`src/rtl/shared_sram_pkg.sv`:
```
package shared_sram_pkg;
  typedef enum logic {
    OWNER_ENGINE = 1'b0,
    OWNER_HOST   = 1'b1
  } owner_e;
endpackage

```
`src/rtl/sram_phase_seq.sv`:
```
module sram_phase_seq
  import shared_sram_pkg::*;
#(
  parameter int PHASE_LEN = 4
) (
  input  logic   clk,
  input  logic   rst,
  output owner_e owner_o,
  output logic   first_o,
  output logic   last_o
);
  localparam int CW = (PHASE_LEN > 2) ? $clog2(PHASE_LEN) : 2;
  localparam logic [CW-1:0] LAST_CNT = CW'(PHASE_LEN - 1);

  logic [CW-1:0] cnt_q;
  owner_e        owner_q;

  always_ff @(posedge clk) begin
    if (rst) begin
      cnt_q   <= '0;
      owner_q <= OWNER_ENGINE;
    end else if (cnt_q == LAST_CNT) begin
      cnt_q   <= '0;
      owner_q <= (owner_q == OWNER_ENGINE) ? OWNER_HOST : OWNER_ENGINE;
    end else begin
      cnt_q <= cnt_q + 1'b1;
    end
  end

  assign owner_o = owner_q;
  assign first_o = (cnt_q == '0);
  assign last_o  = (cnt_q == LAST_CNT);

  AST_CNT_IN_RANGE: assert property (@(posedge clk) disable iff (rst)
    cnt_q <= LAST_CNT);
  AST_OWNER_SWAP_AT_END: assert property (@(posedge clk) disable iff (rst)
    (owner_q != $past(owner_q)) |-> first_o);
endmodule

```
`src/rtl/sram_flip_tracker.sv`:
```
module sram_flip_tracker (
  input  logic clk,
  input  logic rst,
  input  logic eng_msb_i,
  input  logic flip_send_i,
  output logic flip_o
);
  logic msb_q;
  logic flip_q;
  logic period_end;

  assign period_end = msb_q & ~eng_msb_i;

  always_ff @(posedge clk) begin
    if (rst) begin
      msb_q  <= 1'b0;
      flip_q <= 1'b0;
    end else begin
      msb_q <= eng_msb_i;
      if (period_end) flip_q <= flip_send_i;
    end
  end

  assign flip_o = flip_q;

  AST_FLIP_HOLDS: assert property (@(posedge clk) disable iff (rst)
    !period_end |=> $stable(flip_o));
  AST_FLIP_TAKES_SEND: assert property (@(posedge clk) disable iff (rst)
    period_end |=> (flip_o == $past(flip_send_i)));
endmodule

```
`src/rtl/sram_bus_driver.sv`:
```
module sram_bus_driver
  import shared_sram_pkg::*;
#(
  parameter int ENG_AW  = 8,
  parameter int HOST_AW = 11,
  parameter int DW      = 8
) (
  input  logic               clk,
  input  logic               rst,
  input  owner_e             owner_i,
  input  logic               first_i,
  input  logic               last_i,
  input  logic               flip_i,
  input  logic [ENG_AW-1:0]  eng_addr_i,
  input  logic               host_req_i,
  input  logic               host_we_i,
  input  logic [HOST_AW-1:0] host_addr_i,
  input  logic [DW-1:0]      host_wdata_i,
  output logic [HOST_AW-1:0] sram_addr_o,
  output logic               sram_oe_n_o,
  output logic               sram_we_n_o,
  output logic [DW-1:0]      sram_wdata_o,
  output logic               host_phase_o,
  output logic               cap_eng_o,
  output logic               cap_host_o,
  output logic               cap_rd_o
);
  localparam int BANK_BIT = ENG_AW;

  function automatic logic [HOST_AW-1:0] map_host(input logic [HOST_AW-1:0] a,
                                                  input logic f);
    logic [HOST_AW-1:0] r;
    r = a;
    if (a[HOST_AW-1:BANK_BIT+1] == '0) r[BANK_BIT] = a[BANK_BIT] ^ ~f;
    return r;
  endfunction

  logic               serve_q;
  logic [HOST_AW-1:0] nxt_addr;
  logic               nxt_oe_n, nxt_we_n, nxt_cap_eng, nxt_cap_host, nxt_cap_rd;
  logic [DW-1:0]      nxt_wdata;

  always_ff @(posedge clk) begin
    if (rst) serve_q <= 1'b0;
    else if (owner_i == OWNER_HOST && first_i) serve_q <= host_req_i;
  end

  always_comb begin
    nxt_addr     = '0;
    nxt_oe_n     = 1'b1;
    nxt_we_n     = 1'b1;
    nxt_wdata    = sram_wdata_o;
    nxt_cap_eng  = 1'b0;
    nxt_cap_host = 1'b0;
    nxt_cap_rd   = 1'b0;
    if (owner_i == OWNER_ENGINE) begin
      nxt_addr[ENG_AW-1:0] = eng_addr_i;
      nxt_addr[BANK_BIT]   = flip_i;
      nxt_oe_n             = first_i;
      nxt_cap_eng          = last_i;
    end else begin
      nxt_addr = map_host(host_addr_i, flip_i);
      if (serve_q) begin
        if (host_we_i) begin
          nxt_we_n  = first_i | last_i;
          nxt_wdata = host_wdata_i;
        end else begin
          nxt_oe_n   = first_i;
          nxt_cap_rd = last_i;
        end
        nxt_cap_host = last_i;
      end
    end
  end

  always_ff @(posedge clk) begin
    if (rst) begin
      sram_addr_o  <= '0;
      sram_oe_n_o  <= 1'b1;
      sram_we_n_o  <= 1'b1;
      sram_wdata_o <= '0;
      host_phase_o <= 1'b0;
      cap_eng_o    <= 1'b0;
      cap_host_o   <= 1'b0;
      cap_rd_o     <= 1'b0;
    end else begin
      sram_addr_o  <= nxt_addr;
      sram_oe_n_o  <= nxt_oe_n;
      sram_we_n_o  <= nxt_we_n;
      sram_wdata_o <= nxt_wdata;
      host_phase_o <= (owner_i == OWNER_HOST);
      cap_eng_o    <= nxt_cap_eng;
      cap_host_o   <= nxt_cap_host;
      cap_rd_o     <= nxt_cap_rd;
    end
  end

  AST_ENG_READ_ONLY: assert property (@(posedge clk) disable iff (rst)
    !host_phase_o |-> sram_we_n_o);
  AST_ENG_UPPER_ZERO: assert property (@(posedge clk) disable iff (rst)
    !host_phase_o |-> (sram_addr_o[HOST_AW-1:BANK_BIT+1] == '0));
  AST_ENG_BANK_SELECT: assert property (@(posedge clk) disable iff (rst)
    !host_phase_o |-> (sram_addr_o[BANK_BIT] == $past(flip_i)));
  AST_SETTLE_IDLE: assert property (@(posedge clk) disable iff (rst)
    (host_phase_o != $past(host_phase_o)) |-> (sram_oe_n_o && sram_we_n_o));
  AST_NO_DUAL_STROBE: assert property (@(posedge clk) disable iff (rst)
    !(!sram_oe_n_o && !sram_we_n_o));
endmodule

```
`src/rtl/sram_read_capture.sv`:
```
module sram_read_capture #(
  parameter int DW = 8
) (
  input  logic          clk,
  input  logic          rst,
  input  logic          cap_eng_i,
  input  logic          cap_host_i,
  input  logic          cap_rd_i,
  input  logic [DW-1:0] sram_rdata_i,
  output logic [DW-1:0] eng_rdata_o,
  output logic          eng_valid_o,
  output logic [DW-1:0] host_rdata_o,
  output logic          host_done_o
);
  always_ff @(posedge clk) begin
    if (rst) begin
      eng_rdata_o  <= '0;
      eng_valid_o  <= 1'b0;
      host_rdata_o <= '0;
      host_done_o  <= 1'b0;
    end else begin
      eng_valid_o <= cap_eng_i;
      host_done_o <= cap_host_i;
      if (cap_eng_i) eng_rdata_o <= sram_rdata_i;
      if (cap_rd_i) host_rdata_o <= sram_rdata_i;
    end
  end

  AST_RDATA_HELD: assert property (@(posedge clk) disable iff (rst)
    !cap_rd_i |=> $stable(host_rdata_o));
  AST_DONE_SINGLE: assert property (@(posedge clk) disable iff (rst)
    host_done_o |=> !host_done_o);
  AST_VALID_SINGLE: assert property (@(posedge clk) disable iff (rst)
    eng_valid_o |=> !eng_valid_o);
endmodule

```
`src/rtl/shared_sram_arbiter.sv`:
```
module shared_sram_arbiter
  import shared_sram_pkg::*;
#(
  parameter int ENG_AW    = 8,
  parameter int HOST_AW   = 11,
  parameter int DW        = 8,
  parameter int PHASE_LEN = 4
) (
  input  logic               clk,
  input  logic               rst,
  input  logic [ENG_AW-1:0]  eng_addr_i,
  output logic [DW-1:0]      eng_rdata_o,
  output logic               eng_valid_o,
  input  logic               host_req_i,
  input  logic               host_we_i,
  input  logic [HOST_AW-1:0] host_addr_i,
  input  logic [DW-1:0]      host_wdata_i,
  output logic [DW-1:0]      host_rdata_o,
  output logic               host_done_o,
  input  logic               flip_send_i,
  output logic               flip_recv_o,
  output logic [HOST_AW-1:0] sram_addr_o,
  output logic               sram_oe_n_o,
  output logic               sram_we_n_o,
  output logic [DW-1:0]      sram_wdata_o,
  input  logic [DW-1:0]      sram_rdata_i,
  output logic               host_phase_o
);
  owner_e owner;
  logic   first, last, flip;
  logic   cap_eng, cap_host, cap_rd;

  sram_phase_seq #(.PHASE_LEN(PHASE_LEN)) u_seq (
    .clk(clk), .rst(rst), .owner_o(owner), .first_o(first), .last_o(last)
  );

  sram_flip_tracker u_flip (
    .clk(clk), .rst(rst), .eng_msb_i(eng_addr_i[ENG_AW-1]),
    .flip_send_i(flip_send_i), .flip_o(flip)
  );

  sram_bus_driver #(.ENG_AW(ENG_AW), .HOST_AW(HOST_AW), .DW(DW)) u_bus (
    .clk(clk), .rst(rst), .owner_i(owner), .first_i(first), .last_i(last),
    .flip_i(flip), .eng_addr_i(eng_addr_i), .host_req_i(host_req_i),
    .host_we_i(host_we_i), .host_addr_i(host_addr_i), .host_wdata_i(host_wdata_i),
    .sram_addr_o(sram_addr_o), .sram_oe_n_o(sram_oe_n_o), .sram_we_n_o(sram_we_n_o),
    .sram_wdata_o(sram_wdata_o), .host_phase_o(host_phase_o),
    .cap_eng_o(cap_eng), .cap_host_o(cap_host), .cap_rd_o(cap_rd)
  );

  sram_read_capture #(.DW(DW)) u_cap (
    .clk(clk), .rst(rst), .cap_eng_i(cap_eng), .cap_host_i(cap_host),
    .cap_rd_i(cap_rd), .sram_rdata_i(sram_rdata_i), .eng_rdata_o(eng_rdata_o),
    .eng_valid_o(eng_valid_o), .host_rdata_o(host_rdata_o), .host_done_o(host_done_o)
  );

  assign flip_recv_o = flip;
endmodule

```
`config.mk`:
```
export PLATFORM = sky130hd
export DESIGN_NAME = shared_sram_arbiter
export DESIGN_NICKNAME = d
export VERILOG_FILES = /design/src/rtl/shared_sram_pkg.sv /design/src/rtl/sram_phase_seq.sv /design/src/rtl/sram_flip_tracker.sv /design/src/rtl/sram_bus_driver.sv /design/src/rtl/sram_read_capture.sv /design/src/rtl/shared_sram_arbiter.sv
export SDC_FILE = /design/constraint.sdc
export NUM_CORES = 1
export LEC_CHECK = 0
export ABC_CLOCK_PERIOD_IN_PS = 1810
export BUFFER_PORTS_ARGS = -buffer_cell sky130_fd_sc_hd__buf_2
export CORE_UTILIZATION = 48
export DETAILED_ROUTE_END_ITERATION = 10
export PLACE_DENSITY = 0.88
export SYNTH_ARGS = -nofsm -noshare
export SYNTH_HDL_FRONTEND = slang
export SYNTH_SLANG_ARGS = --single-unit
```
`constraint.sdc`:
```
create_clock -name clk -period 1.81 [get_ports clk]
set_input_delay 0.0905 -clock clk [delete_from_list [all_inputs] [get_ports clk]]
set_output_delay 0.0905 -clock clk [all_outputs]
set_load 0.02 [all_outputs]
```
==> reports/summary.txt, run 1 <==
CP startpoint kind = flop
Routed length per instance = 13.9 µm
Logic depth of the worst register-to-register path = 4
Slew @ Worst Pin = 0.523 ns
Synth cell types = 22
RSZ-0062 raised after global routing = false
Worst-Skew Late Latency = 0.36 ns
Reg2reg start = u_seq.owner_o
Register Area = 982 µm²
Final GP Congestion = 0.761
ANT nets after route = 0
Min-Delay Path Class = input port to flop
Total GRT Usage = 0.262
Asr flop ratio synth = 0
# setup viols final = 0
Final nets = 326
Vias in the first global route = 1539
CTS H-tree lvls = 2
Critical path cell sequence = buf_4 -> mux2i_1 -> dlygate4sd3_1 -> nor2_1
Die Footprint = 3770 µm²
CTS tree = built
Via/cell ratio = 4.83
Vias = 1593
DR pass1 iterations = 4
Drc violations = 0
WHS Path Cells = 3
Register area share after synthesis = 0.579
Syn Std Cell Area = 1700 µm²
WHS Endpoint = u_bus.sram_addr_o[7]
Post-Synth XOR/XNOR Area = 0.00517
Compound-gate portion of the synthesized area = 0.0428
Dpl ws = 0.642 ns
Core area = 3360 µm²
CTS max path bufs = 2
Area delta synth->final = 48.6%
Fraction of layout cells with a size suffix above 1 = 0.313
Slew headroom = 0.651
Die Height = 61.4 µm
Total grt overflow = 0
Fillers = 220
TritonCTS Sinks = 49
Slowest CP cell = dlygate4sd3_1
Most Crowded Layer GR = met2
DP HPWL = 2250 µm
Adder-cell share of the synthesized area = 0.0148
Worst EP required = 2.04 ns
Number of enable flip-flop cells after synthesis = 0
CP max FO = 11
Reg-to-Reg End = u_bus.sram_addr_o[4]
Reg clk slew, reported paths = 0.12 ns
Initial antenna violation count = 0
Crit end category = flop
Yosys Warn Count = 0
Final Worst Setup Slack = 0.0831 ns
Power density over cell area = 756 nW/µm²
Max Slew Vio Count = 0
Total CTS buffers = 5
Synth Area in Simple Gates = 0.166
Clk root buf = clkbuf_4
Syn avg cell area = 10.0 µm²
# port buffers = 80
Critical path class = flop to flop
Post-synthesis register bit count = 49
Largest net degree at the start of global routing = 29
Multi-input gate area = 638 µm²
Max Clock Skew = 0.00964 ns
Starting Density = 0.504
I/O pin count = 81
Hold_sp = host_addr_i[7]
R2R setup slack = 0.08 ns
Cell count after synthesis = 169
Leakage = 1.13 nW
Design area = 2520 µm²
Min Clock Period, post-route = 1.73 ns
Status = finished, final reports clean
Total Wirelength = 4600 µm
Net Count, Synth = 211
GRT met3 Usage = 0.0987
Hold slack = 0.0198 ns
Met1 usage = 0.270
Final hold violation count = 0
Std cell rows = 21
Diode count = 0
Placement-stage cell area = 2100 µm²
Max-cap viol count = 0
Met2 usage = 0.470
Initial DRC Count = 65
Main combinational cell family by area after synthesis = simple AND/OR/NAND/NOR gates
First-pass GRT wire length = 6880 µm
Fmax = 0.579 GHz
CP peak stage delay = 0.62 ns
VDD IR-drop max = 0.000513 V
Period Utilization, post-route = 0.954
Ys flop type = dfxtp_1
Data arrival, critical path = 1.96 ns
Fraction of synthesized area in multiplexers = 0.148
Setup_tns = 0 ns
Die width = 61.4 µm
sequential cells by signal, indices dropped and copies added (netlist names), 2 cells and up:
| signal | cells |
|---|---|
| u_cap.eng_rdata_o | 8 |
| u_cap.host_rdata_o | 8 |
| u_bus.sram_wdata_o | 8 |
| u_bus.sram_addr_o | 11 |
| u_seq.cnt_q | 2 |
power breakdown:
group	internal (mW)	switching, mW
clock	0.184	0.314
combinational	0.145	0.130
sequential	1.11	0.0186
critical path: cells and delay by family, from the launching register on:
kind / cells / cell delay [ns]
flip-flops: 1 / 0.42
buffers and inverters: 2 / 0.86
AND/OR/NAND/NOR: 1 / 0.07
multiplexers: 1 / 0.26
how the worst max path moves through the flow:
stage / cells past startpoint / to / slack (ns) / start
6_report: 4 / u_bus.sram_addr_o[4] / 0.08 / u_seq.owner_o
5_1_grt: 4 / u_bus.sram_addr_o[4] / 0.07 / u_seq.owner_o
4_1_cts: 4 / u_bus.sram_addr_o[5] / 0.16 / u_seq.owner_o
3_5_place_dp: 4 / u_bus.sram_addr_o[8] / 0.64 / u_seq.owner_o
3_3_place_gp: 4 / u_bus.sram_addr_o[8] / 0.69 / u_seq.owner_o
2_1_floorplan: 4 / u_bus.sram_addr_o[3] / 0.88 / u_seq.owner_o
layout make-up:
cell class,instances,share of cell area
Tap cell,46,0.0228
Clock buffer,7,0.0218
Multi-Input combinational cell,107,0.253
Inverter,3,0.00447
Sequential cell,49,0.390
Timing Repair Buffer,118,0.308
kinds of logic after synthesis:
kind of cell / after synthesis
simple gates: 65
flops: 49
mux: 25
compound gates: 14
buf+inv: 13
fa+ha+maj: 2
xor+xnor: 1
through the flow:
stage | power [mW] | utilization | std cells
after global placement | 1.34 | 0.625 | 287
after detailed placement | 1.35 | 0.625 | 287
after global routing | 2.00 | 0.749 | 330
after CTS | 1.90 | 0.749 | 330
after floorplan | 1.27 | - | 169
final | 1.91 | 0.749 | 330
cell usage after synthesis, types with 3 or more instances:
library cell | count | area [µm²]
dfxtp_1 | 49 | 981
a21oi_1 | 10 | 50.1
buf_2 | 7 | 35.0
inv_1 | 3 | 11.3
nor2_1 | 30 | 113
o21ai_0 | 3 | 15.0
nor2b_1 | 5 | 31.3
mux2i_1 | 25 | 250
nand2_1 | 19 | 71.3
cells in the final DEF, fill, tap and decap left out, types with 3 or more instances in the layout:
master | netlist | layout
a21oi_1 | 10 | 10
buf_2 | 7 | 80
clkbuf_4 | 0 | 5
dfxtp_1 | 49 | 48
dlygate4sd3_1 | 0 | 36
inv_1 | 3 | 3
mux2i_1 | 25 | 25
nand2_1 | 19 | 19
nor2_1 | 30 | 30
nor2b_1 | 5 | 5
o21ai_0 | 3 | 3
routing by layer:
metal | vias up | wire, µm | part of all wire
met5 | - | 0 | 0
met4 | 0 | 131 | 0.028
met3 | 13 | 419 | 0.091
met2 | 104 | 2310 | 0.50
met1 | 699 | 1740 | 0.38
li1 | 777 | - | -
repair_timing:
action | 4_1_cts | 5_1_grt
endpoints found under the hold margin | 36 | 0
resized for setup | 0 | 1
hold buffers | 36 | 0
buffers inserted | 0 | 0
setup endpoints to repair | 0 | 1
(Power assumes the default switching activity.)
==> run 2: changes to the inputs <==
--- a/config.mk
+++ b/config.mk
@@ -7,9 +7,9 @@
 export LEC_CHECK = 0
 export ABC_CLOCK_PERIOD_IN_PS = 1810
 export BUFFER_PORTS_ARGS = -buffer_cell sky130_fd_sc_hd__buf_2
-export CORE_UTILIZATION = 48
+export CORE_UTILIZATION = 35
 export DETAILED_ROUTE_END_ITERATION = 10
-export PLACE_DENSITY = 0.88
+export PLACE_DENSITY = 0.69
 export SYNTH_ARGS = -nofsm -noshare
 export SYNTH_HDL_FRONTEND = slang
 export SYNTH_SLANG_ARGS = --single-unit
==> reports/summary.txt, run 2 (synthesis results as in run 1) <==
Max-cap viol count = 0 (unchanged)
# setup viols final = 0 (unchanged)
Fraction of layout cells with a size suffix above 1 = 0.360 (was 0.313)
ANT nets after route = 0 (unchanged)
Fmax = 0.816 GHz (was 0.579 GHz)
Status = finished, final reports clean (unchanged)
DR pass1 iterations = 4 (unchanged)
Total GRT Usage = 0.143 (was 0.262)
TritonCTS Sinks = 49 (unchanged)
Total grt overflow = 0 (unchanged)
Starting Density = 0.376 (was 0.504)
WHS Path Cells = 3 (unchanged)
CP startpoint kind = flop (unchanged)
Setup_tns = 0 ns (unchanged)
Total CTS buffers = 5 (unchanged)
Die Height = 71.6 µm (was 61.4 µm)
CP Launch Point = u_seq.owner_o (unchanged)
Final GP Congestion = 0.737 (was 0.761)
Vias in the first global route = 1278 (was 1539)
Diode count = 0 (unchanged)
Area delta synth->final = 31.1% (was 48.6%)
Min Clock Period, post-route = 1.23 ns (was 1.73 ns)
Worst EP required = 2.04 ns (about the same)
Final nets = 291 (was 326)
Final hold violation count = 0 (unchanged)
Leakage = 1.01 nW (was 1.13 nW)
Period Utilization, post-route = 0.677 (was 0.954)
Cts repair resizes = 0 (unchanged)
Max Slew Vio Count = 0 (unchanged)
Logic depth of the worst register-to-register path = 3 (was 4)
Switching Share = 0.230 (was 0.243)
RSZ-0062 raised after global routing = false (unchanged)
VDD IR-drop max = 0.000446 V (was 0.000513 V)
Internal = 1.55 mW (was 1.44 mW)
Initial DRC Count = 43 (was 65)
I/O pin count = 81 (unchanged)
Slew @ Worst Pin = 0.557 ns (was 0.523 ns)
Most frequent cells in the layout = buf_2 (80), dfxtp_1 (49), nor2_1 (30), mux2i_1 (25), nand2_1 (19) (was buf_2 (80), dfxtp_1 (48), dlygate4sd3_1 (36), nor2_1 (30), mux2i_1 (25))
Critical path class = flop to flop (unchanged)
Power density over cell area = 903 nW/µm² (was 756 nW/µm²)
First-pass GRT wire length = 5650 µm (was 6880 µm)
Clk root buf = clkbuf_8 (was clkbuf_4)
DP HPWL = 2510 µm (was 2250 µm)
Post-CTS setup repair buffer count = 0 (unchanged)
CTS H-tree lvls = 2 (unchanged)
Clk pwr share = 0.340 (was 0.262)
Max FFs per register = 11 (unchanged)
Crit end category = flop (unchanged)
Net Sw Power = 461 µW (was 463 µW)
Final Worst Setup Slack = 0.584 ns (was 0.0831 ns)
Routed length per instance = 11.6 µm (was 13.9 µm)
Dpl ws = 0.586 ns (was 0.642 ns)
Die width = 71.6 µm (was 61.4 µm)
Drc violations = 0 (unchanged)
Reg-to-Reg End = u_bus.sram_wdata_o[2] (was u_bus.sram_addr_o[4])
CTS tree = built (unchanged)
Reg2reg start = u_seq.owner_o (unchanged)
Vias = 1376 (was 1593)
Die Footprint = 5130 µm² (was 3770 µm²)
Largest Register = u_bus.sram_addr_o (unchanged)
Core area = 4500 µm² (was 3360 µm²)
Slew headroom = 0.629 (was 0.651)
Most common cell after layout, fill and taps aside = buf_2 (unchanged)
# port buffers = 80 (unchanged)
Seq pwr share = 0.563 (was 0.594)
Via/cell ratio = 4.56 (was 4.83)
Initial antenna violation count = 0 (unchanged)
Reg clk slew, reported paths = 0.08 ns (was 0.12 ns)
Total Wirelength = 3500 µm (was 4600 µm)
R2R setup slack = 0.58 ns (was 0.08 ns)
Data arrival, critical path = 1.45 ns (was 1.96 ns)
CTS max path bufs = 2 (unchanged)
CP Capture Point = u_bus.sram_wdata_o[2] (was u_bus.sram_addr_o[4])
Min-Delay Path Class = input port to flop (unchanged)
CP max FO = 9 (was 11)
Worst-Skew Late Latency = 0.29 ns (was 0.36 ns)
Max Clock Skew = 0.00352 ns (was 0.00964 ns)
Std cell rows = 24 (was 21)
Combinational share of power = 0.097 (was 0.145)
Post-CTS Hold Buffers = 1 (was 36)
Largest net degree at the start of global routing = 32 (was 29)
## run 2: worst min path at each step
stage	startpoint	to	slack (ns)
finish	eng_addr_i[5]	u_bus.sram_addr_o[5]	0.02
global placement	host_we_i	u_bus.cap_rd_o	0.32
global route	host_wdata_i[5]	u_bus.sram_wdata_o[5]	0.02
detailed placement	host_we_i	u_bus.cap_rd_o	0.32
CTS	eng_addr_i[5]	u_bus.sram_addr_o[5]	0.01
floorplan	host_we_i	u_bus.cap_rd_o	0.17
## run 2: critical path, stage by stage (launching register included)
cell	delay (ns)
dfxtp_1	0.52
and3_1	0.42
nand2_1	0.10
a21oi_1	0.12
## run 2: area by class of cell
| type | instances | area (µm²) |
|---|---|---|
| Sequential cell | 49 | 981 |
| Timing Repair Buffer | 83 | 425 |
| Inverter | 3 | 11.3 |
| Clock inverter | 1 | 5.00 |
| Multi-Input combinational cell | 107 | 638 |
| Clock buffer | 7 | 96.3 |
| Tap cell | 52 | 65.1 |
| Fill cell | 455 | 2280 |
## run 2: through the flow
stage | util | power (mW) | area (µm²) | hold WS (ns) | cells
global placement | 0.469 | 1.35 | 2110 | 0.316 | 293
finish | 0.493 | 2.01 | 2220 | 0.0243 | 302
global route | 0.493 | 2.10 | 2220 | 0.0235 | 302
floorplan | - | 1.27 | 1700 | 0.169 | 169
CTS | 0.493 | 2.04 | 2220 | 0.0123 | 302
detailed placement | 0.469 | 1.35 | 2110 | 0.318 | 293
## run 2: power groups by stage
stage	Sequential [mW]	Combinational, mW	Clock, mW
global placement	1.15	0.192	0
floorplan	1.18	0.0890	0
detailed placement	1.16	0.194	0
CTS	1.13	0.197	0.709
global route	1.14	0.215	0.751
finish	1.13	0.194	0.681
## run 2: metal layers
layer  GRT usage  vias up  part of all wire
li1            -      706                 -
met3      0.0492        5             0.062
met5           0        -                 0
met1       0.179      604              0.49
met4      0.0458        0             0.013
met2       0.231       61              0.44
==> run 3: changes to the inputs <==
--- a/config.mk
+++ b/config.mk
@@ -5,7 +5,7 @@
 export SDC_FILE = /design/constraint.sdc
 export NUM_CORES = 1
 export LEC_CHECK = 0
-export ABC_CLOCK_PERIOD_IN_PS = 1810
+export ABC_CLOCK_PERIOD_IN_PS = 1250
 export BUFFER_PORTS_ARGS = -buffer_cell sky130_fd_sc_hd__buf_2
 export CORE_UTILIZATION = 35
 export DETAILED_ROUTE_END_ITERATION = 10
==> constraint.sdc (replaced) <==
create_clock -name clk -period 1.25 [get_ports clk]
set_input_delay 0.0625 -clock clk [delete_from_list [all_inputs] [get_ports clk]]
set_output_delay 0.0625 -clock clk [all_outputs]
set_load 0.02 [all_outputs]
==> reports/summary.txt, run 3 (synthesis results as in run 1) <==
Status = finished, final reports clean (unchanged)
WHS Endpoint = u_bus.sram_addr_o[3] (was u_bus.sram_addr_o[5])
Fraction of layout cells with a size suffix above 1 = 0.335 (was 0.360)
Slew headroom = 0.687 (was 0.629)
Area delta synth->final = 43.9% (was 31.1%)
Routed length per instance = 11.8 µm (was 11.6 µm)
Hold_sp = host_addr_i[3] (was eng_addr_i[5])
Dpl ws = 0.223 ns (was 0.586 ns)
Largest net degree at the start of global routing = 27 (was 32)
Reg-to-Reg End = u_bus.sram_wdata_o[0] (was u_bus.sram_wdata_o[2])
Via/cell ratio = 4.60 (was 4.56)
Fillers = 413 (was 455)
Design area = 2440 µm² (was 2220 µm²)
Worst EP required = 1.48 ns (was 2.04 ns)
Starting Density = 0.376 (unchanged)
Initial DRC Count = 52 (was 43)
RSZ-0062 raised after global routing = false (unchanged)
Vias in the first global route = 1441 (was 1278)
VDD IR-drop max = 0.000898 V (was 0.000446 V)
Min Clock Period, post-route = 1.09 ns
First-pass GRT wire length = 6420 µm (was 5650 µm)
Final Worst Setup Slack = 0.162 ns (was 0.584 ns)
Setup_tns = 0 ns (unchanged)
Max-cap viol count = 0 (unchanged)
Drc violations = 0 (unchanged)
Most common cell after layout, fill and taps aside = buf_2 (unchanged)
Final GP Congestion = 0.716 (was 0.737)
Logic depth of the worst register-to-register path = 3 (unchanged)
Data arrival, critical path = 1.32 ns (was 1.45 ns)
Crit end category = flop (unchanged)
CTS max path bufs = 2 (unchanged)
Power density over cell area = 1160 nW/µm² (was 903 nW/µm²)
Die Footprint = 5130 µm² (unchanged)
Initial antenna violation count = 0 (unchanged)
Std cell rows = 24 (unchanged)
Max FFs per register = 11 (unchanged)
Slew @ Worst Pin = 0.469 ns (was 0.557 ns)
DP HPWL = 2420 µm (was 2510 µm)
ANT nets after route = 0 (unchanged)
Reg2reg start = u_bus.serve_q (was u_seq.owner_o)
I/O pin count = 81 (unchanged)
Register Area = 981 µm² (unchanged)
Most frequent cells in the layout = buf_2 (80), dfxtp_1 (49), nor2_1 (30), mux2i_1 (25), dlygate4sd3_1 (22) (was buf_2 (80), dfxtp_1 (49), nor2_1 (30), mux2i_1 (25), nand2_1 (19))
Die width = 71.6 µm (unchanged)
Max Clock Skew = 0.00521 ns (was 0.00352 ns)
Total grt overflow = 0 (unchanged)
# setup viols final = 0 (unchanged)
Reg clk slew, reported paths = 0.08 ns (about the same)
DR pass1 iterations = 4 (unchanged)
Slowest CP cell = dlygate4sd3_1 (was dfxtp_1)
Critical path cell sequence = dlygate4sd3_1 -> buf_2 -> and3_1 -> nand2_1 -> a21oi_1 (was and3_1 -> nand2_1 -> a21oi_1)
CP startpoint kind = input port (was flop)
Fmax = 0.919 GHz
Clk root buf = clkbuf_8 (unchanged)
Cts repair resizes = 0 (unchanged)
Total CTS buffers = 5 (unchanged)
CTS tree = built (unchanged)
Diode count = 0 (unchanged)
Final hold violation count = 0 (unchanged)
WHS Path Cells = 3 (unchanged)
CP peak stage delay = 0.52 ns (about the same)
Core area = 4500 µm² (unchanged)
Final nets = 315 (was 291)
Period Utilization, post-route = 0.870
Total GRT Usage = 0.161 (was 0.143)
Worst-Skew Late Latency = 0.29 ns (about the same)
Layout Utilization = 0.542 (was 0.493)
Multi-input gate area = 638 µm² (unchanged)
Total Wirelength = 3840 µm (was 3500 µm)
Min-Delay Path Class = input port to flop (unchanged)
CTS H-tree lvls = 2 (unchanged)
# port buffers = 80 (unchanged)
R2R setup slack = 0.18 ns (was 0.58 ns)
TritonCTS Sinks = 49 (unchanged)
Vias = 1490 (was 1376)
Placement-stage cell area = 2150 µm² (was 2110 µm²)
CP max FO = 9 (unchanged)
Leakage = 1.10 nW (was 1.01 nW)
Max Slew Vio Count = 0 (unchanged)
Critical path class = input port to flop (was flop to flop)
Die Height = 71.6 µm (unchanged)
Largest Register = u_bus.sram_addr_o (unchanged)
[run 3: worst max-delay path by stage]
stage                        from                    end  slack [ns]  depth (start not counted)
detailed placement  u_bus.serve_q  u_bus.sram_wdata_o[2]        0.22                          3
CTS                     host_we_i  u_bus.sram_wdata_o[3]        0.19                          5
floorplan           u_seq.owner_o   u_bus.sram_addr_o[3]        0.32                          4
global placement    u_bus.serve_q  u_bus.sram_wdata_o[6]        0.25                          3
finish                  host_we_i  u_bus.sram_wdata_o[0]        0.16                          5
global route        u_bus.serve_q  u_bus.sram_wdata_o[5]        0.04                          3
[run 3: stage by stage]
| step | total power, mW | hold slack (ns) | std cells |
|---|---|---|---|
| final | 2.83 | 0.00722 | 324 |
| after floorplan | 1.83 | 0.141 | 169 |
| after detailed placement | 1.96 | 0.286 | 296 |
| after CTS | 2.87 | 0.00235 | 324 |
| after global placement | 1.96 | 0.282 | 296 |
| after global routing | 2.97 | 0.0115 | 324 |
[run 3: what timing repair did]
| action | 4_1_cts | 5_1_grt |
|---|---|---|
| hold buffers | 22 | 0 |
| hold endpoints to repair | 17 | 0 |
| setup buffers | 0 | 0 |
[run 3: critical path: cells and delay by family]
kind,cells,cell delay [ns]
compound gates,1,0.12
buf+inv,2,0.65
simple gates,2,0.48
[run 3: where the power goes]
part | switching [mW] | internal, mW
clock | 0.480 | 0.369
combinational | 0.173 | 0.180
sequential | 0.0181 | 1.61
[run 3: area by class of cell]
| cell class | instances | area share |
|---|---|---|
| Clock buffer | 5 | 0.0282 |
| Clock inverter | 1 | 0.00205 |
| Inverter | 3 | 0.00462 |
| Multi-Input combinational cell | 107 | 0.262 |
| Sequential cell | 49 | 0.402 |
| Tap cell | 52 | 0.0267 |
| Timing Repair Buffer | 107 | 0.275 |
[run 3: routing by layer]
| metal | track usage | routed length [µm] | up-vias |
|---|---|---|---|
| met2 | 0.266 | 1810 | 63 |
| met5 | 0 | 0 | - |
| met1 | 0.201 | 1710 | 664 |
| met3 | 0.0534 | 272 | 7 |
| li1 | - | - | 756 |
| met4 | 0.0458 | 45 | 0 |
